File: config.mk
export PLATFORM = sky130hd
export DESIGN_NAME = uart_rx_queue
export DESIGN_NICKNAME = d
export VERILOG_FILES = /design/src/rtl/uart_rx_queue.sv
export SDC_FILE = /design/constraint.sdc
export NUM_CORES = 1
export LEC_CHECK = 0
export CORE_ASPECT_RATIO = 1.75
export CORE_MARGIN = 8
export CORE_UTILIZATION = 43
export DETAILED_ROUTE_END_ITERATION = 6
export MAX_ROUTING_LAYER = met4
export PLACE_DENSITY = 0.64
export SLEW_MARGIN = 30
export SYNTH_ARGS = -nofsm -noshare
export SYNTH_HDL_FRONTEND = slang
export SYNTH_SLANG_ARGS = --single-unit
File: constraint.sdc
create_clock -name clk -period 3.4 [get_ports clk]
set_input_delay 1.02 -clock clk [delete_from_list [all_inputs] [get_ports clk]]
set_output_delay 1.02 -clock clk [all_outputs]
set_load 0.02 [all_outputs]
File: src/rtl/uart_rx_queue.sv
module uart_rx_queue #(
  parameter int DEPTH = 16,
  parameter int DW    = 8
) (
  input  logic          clk,
  input  logic          rst_n,
  input  logic          rx_valid,
  input  logic [DW-1:0] rx_data,
  input  logic          rx_perr,
  input  logic          rx_ferr,
  input  logic          rx_brk,
  input  logic          rbr_rd,
  output logic [DW-1:0] rbr_data,
  input  logic          lsr_rd,
  output logic [4:0]    line_status,
  input  logic          fcr_we,
  input  logic [7:0]    fcr_wdata,
  output logic [7:0]    fcr_value,
  output logic [4:0]    trig_level,
  output logic          rx_cond_set,
  output logic          ls_cond_set,
  output logic          rx_cond_cancel,
  output logic          tx_flush
);
  localparam int AW = (DEPTH > 1) ? $clog2(DEPTH) : 1;
  localparam int CW = $clog2(DEPTH + 1);

  logic [DW-1:0] mem [DEPTH];
  logic [AW-1:0] rptr, wptr;
  logic [CW-1:0] cnt;
  logic          oe, pe, fe, bi;
  logic [7:0]    fcr;
  logic [4:0]    trig;

  wire       fifo_on = fcr[0];
  wire [7:0] fv      = fcr_wdata & 8'hCF;
  wire       clr_rx  = fcr_we && (!fv[0] || !fifo_on || fv[1]);
  wire       clr_tx  = fcr_we && (!fv[0] || !fifo_on || fv[2]);
  wire       nonempty = (cnt != '0);
  wire       pop     = rbr_rd && nonempty;
  wire       arrive  = rx_valid && !clr_rx;
  wire       room    = !fifo_on || (cnt < CW'(DEPTH)) || pop;
  wire       push    = arrive && room;
  wire       fovr    = arrive && !room;
  wire       sovr    = arrive && !fifo_on && nonempty && !pop;
  wire       ovr     = fovr || sovr;
  wire       has_err = rx_perr || rx_ferr || rx_brk;

  function automatic logic [AW-1:0] nxt(input logic [AW-1:0] p);
    return (p == AW'(DEPTH - 1)) ? '0 : p + 1'b1;
  endfunction

  function automatic logic [4:0] decode_trig(input logic [1:0] sel);
    case (sel)
      2'b00:   return 5'd1;
      2'b01:   return 5'd4;
      2'b10:   return 5'd8;
      default: return 5'd14;
    endcase
  endfunction

  assign rbr_data    = nonempty ? mem[rptr] : '0;
  assign line_status = {bi, fe, pe, oe, nonempty};
  assign fcr_value   = fcr;
  assign trig_level  = trig;

  always_ff @(posedge clk) begin
    if (push) mem[fifo_on ? wptr : rptr] <= rx_data;
  end

  always_ff @(posedge clk) begin
    if (!rst_n) begin
      rptr <= '0; wptr <= '0; cnt <= '0;
      oe <= 1'b0; pe <= 1'b0; fe <= 1'b0; bi <= 1'b0;
      fcr <= 8'h00; trig <= 5'd1;
      rx_cond_set <= 1'b0; ls_cond_set <= 1'b0;
      rx_cond_cancel <= 1'b0; tx_flush <= 1'b0;
    end else begin
      rx_cond_set    <= 1'b0;
      ls_cond_set    <= 1'b0;
      rx_cond_cancel <= clr_rx;
      tx_flush       <= clr_tx;
      if (fcr_we) begin
        if (fv[0]) begin
          fcr  <= {fv[7:6], 2'b00, fv[3], 3'b001};
          trig <= decode_trig(fv[7:6]);
        end else begin
          fcr[0] <= 1'b0;
        end
      end
      if (clr_rx) begin
        rptr <= '0; wptr <= '0; cnt <= '0;
        oe <= 1'b0; pe <= 1'b0; fe <= 1'b0; bi <= 1'b0;
      end else begin
        if (fifo_on) begin
          if (push) wptr <= nxt(wptr);
          if (pop)  rptr <= nxt(rptr);
          cnt <= cnt + CW'(push) - CW'(pop);
          rx_cond_set <= push && !pop && ({1'b0, cnt} + 1'b1 == (CW+1)'(trig));
        end else begin
          if (push)     cnt <= CW'(1);
          else if (pop) cnt <= '0;
          rx_cond_set <= push && !sovr;
        end
        oe <= (oe && !lsr_rd) || ovr;
        pe <= (pe && !lsr_rd) || (push && rx_perr);
        fe <= (fe && !lsr_rd) || (push && rx_ferr);
        bi <= (bi && !lsr_rd) || (push && rx_brk);
        ls_cond_set <= ovr || (push && has_err);
      end
    end
  end
endmodule

==> qor.csv <==
metric,value,unit
status,"finished, final reports clean",
finalPower,4250,uW
power.density,510,nW/um2
die_area,20300,um2
synthArstFlopShare,0,
rrSetupSlack,0.60,ns
gp_congestion,0.833,
dr.pass1.iters,4,
hp-class,register to register,
ant_nets,0,
synth_commonest_cells,"edfxtp_1 (128), dfxtp_1 (33), nor2_1 (31)",
power_frac_clock,0.450,
critPathKind,primary input to register,
maxSlewViolCount,0,
cp_num_buf_inv,3,
cts.sinks,161,
grt_remaining_overflow,0,
synth_top_area_cell,edfxtp_1,
clk_pin_slew,0.06,ns
synth.most_common_cell,edfxtp_1,
clock.fmax,0.304,GHz
post_cts_buffers,0,
finalCritPeriodShare,0.966,
r2r.worst_path.cells,14,
finalNonFillerCells,728,
worstSetupStartpointType,primary input,
cts_buffer_depth,2,
post-route-util,0.530,
cp_slowest_cell,clkdlybuf4s50_1,
leakage,0.00283,uW
worst_pin_slew,0.576,ns
min_path_cells,2,
rsz0062_at_grt,no,
clockRootBuffer,clkbuf_16,
hp-start,fcr_value[3],
dp_hpwl,10.7,mm
grt.total_usage,0.151,
fin_nets,566,
ys_seq_elements,161,
start_util,0.434,
vias,4045,
setup_viol,0,
grt_first_pass_wirelength,23.2,mm
worstPathArrival,3.62,ns
area_growth_syn_to_layout,22.1,%
wirelength,14.9,mm
critPathCaptureType,register,
r2r_start,cnt[0],
switching_share,0.216,
synth_top_cell_area_share,0.563,
core,15700,um2
die_width,111,um
io_pins,55,
antennaDiodeCount,0,
critical-path-top-delay-family,adder cells,
pwr-share-comb,0.045,
post_synth_num_cell_types,55,
required,3.74,ns
drt_first_iter_violations,211,
drv_cap,0,
antenna_found_initial,0,
vdd_drop_max,0.305,mV
p_int,3330,uW
synth_enable_flop_cells,128,
h-tree-depth,4,
p_switching,915,uW
seq_area_frac_synth,0.660,
critPathMaxFanout,2,
cp_slowest_stage_delay,0.47,ns
insertion_delay,0.41,ns
pwr-share-seq,0.505,
ys_top_cells_by_area,"edfxtp_1 (56%), dfxtp_1 (9.7%), mux4_2 (8.6%)",
synth_area,6820,um2
fp-row-count,61,
vias_per_cell,5.56,
cts_tree,done,
syn_inst,441,
die_h,183,um
yosys_warnings,0,
first_global_vias,4306,
drive_gt1_frac,0.210,
whs_endpoint,fcr_value[3],
grt_max_degree,35,
ys.flop_type,edfxtp_1,
r2r_end,cnt[4],
post_drt_wl_per_cell,20.5,um
path_cells,clkdlybuf4s50_1 -> and3b_1 -> o221a_1 -> inv_1 -> ha_1 -> inv_1 -> ha_1 -> fa_2 -> a21oi_1 -> nor2_1 -> or4_1 -> a31oi_1,
slew_headroom,0.615,
drc_errors,0,
hold_viol_final,0,
io_buffers,47,
synth.avg_cell_area,15.5,um2
fin_crit,3.29,ns
cts-buffers-inserted,17,
finClkSkew,0.00770,ns
place_inst,696,
==> worst register-to-register path: cells and delay by family, from the launching register on <==
kind | cells | cell delay (ns)
fa+ha+maj | 4 | 1.02
simple gates | 4 | 0.69
buf+inv | 4 | 0.35
compound gates | 2 | 0.34
flops | 1 | 0.31
==> state kept, by name, indices dropped and copies added, names as in the netlist, named ones only <==
| name | count |
|---|---|
| cnt | 5 |
| wptr | 4 |
| fcr_value | 4 |
| mem | 128 |
| fe | 1 |
| rx_cond_cancel | 1 |
| pe | 1 |
| tx_flush | 1 |
| rptr | 4 |
| oe | 1 |
| ls_cond_set | 1 |
| bi | 1 |
| rx_cond_set | 1 |
| trig_level | 4 |
==> power groups by stage <==
stage | clock [uW] | sequential (uW) | combinational, uW
5_1_grt | 2010 | 2140 | 208
3_5_place_dp | 0 | 2190 | 195
4_1_cts | 1950 | 2140 | 194
3_3_place_gp | 0 | 2190 | 189
2_1_floorplan | 0 | 2190 | 84.5
6_report | 1910 | 2140 | 192
==> timing repair <==
action / CTS / global route
hold buffers: 0 / 0
endpoints found under the hold margin: 0 / 0
resized for setup: 9 / 2
setup endpoints to repair: 7 / 2
==> cells by family after synthesis <==
group | count (synthesis) | synth area share
buffers and inverters | 42 | 0.0347
adders and majority gates | 15 | 0.0286
DFF | 161 | 0.660
and+or+nand+nor | 95 | 0.0700
AOI/OAI and AO/OA | 64 | 0.0664
muxes | 58 | 0.133
other | 1 | 0.000550
xor gates and xnor gates | 5 | 0.00642
==> area by class of cell <==
| type | instances | area [um2] |
|---|---|---|
| fillers | 1289 | 7390 |
| flip-flops and latches | 161 | 4510 |
| multi-input cells | 242 | 2110 |
| repair buffers | 91 | 832 |
| clock buffers | 18 | 429 |
| well taps | 189 | 236 |
| clock inverters | 14 | 173 |
| inverters | 13 | 48.8 |
==> cells in the final DEF (no fill, tap or decap), types with 3 or more instances in the layout <==
cell type and n:
edfxtp_1 128, buf_4 41, clkdlybuf4s50_1 39, dfxtp_1 32, nor2_1 31, mux2i_1 29, mux4_2 26, a21oi_1 21
clkbuf_16 17, nand2_1 15, ha_1 14, inv_1 11, nand3_1 11, nor2b_1 8, nand2b_1 7, a31oi_1 7
dlygate4sd2_1 7, o22ai_1 5, conb_1 5, inv_8 5, nor3_1 4, nand3b_1 3, o211a_1 3, a32o_1 3
o32ai_1 3, nor3b_1 3, mux2_2 3, xor2_1 3, nand4_1 3, a21boi_0 3, clkinv_4 3, buf_12 3
==> metal layers <==
layer | GRT usage | part of all wire
met1 | 0.146 | 0.37
met2 | 0.281 | 0.57
met3 | 0.0279 | 0.032
met4 | 0.0745 | 0.031
met5 | - | 0
==> through the flow <==
stage          hold slack, ns  setup WS [ns]  setup TNS [ns]  cell area, um2
5_1_grt                 0.512         0.0146               0            8330
3_3_place_gp            0.460         -0.279          -0.329            7730
6_report                0.485          0.115               0            8330
4_1_cts                 0.496         0.0234               0            8330
2_1_floorplan           0.450         0.0173               0            6840
3_5_place_dp            0.484         -0.380          -0.508            7730
==> how the worst max path moves through the flow <==
stage	slack, ns	to	cells past startpoint	startpoint
global route	0.01	cnt[4]	12	fcr_wdata[0]
detailed placement	-0.38	cnt[4]	12	fcr_wdata[0]
global placement	-0.28	cnt[4]	12	fcr_wdata[0]
finish	0.11	cnt[4]	12	fcr_wdata[0]
CTS	0.02	rbr_data[0]	5	register
floorplan	0.02	cnt[4]	13	fcr_wdata[1]
No activity file was read; power rests on OpenSTA's default activity.
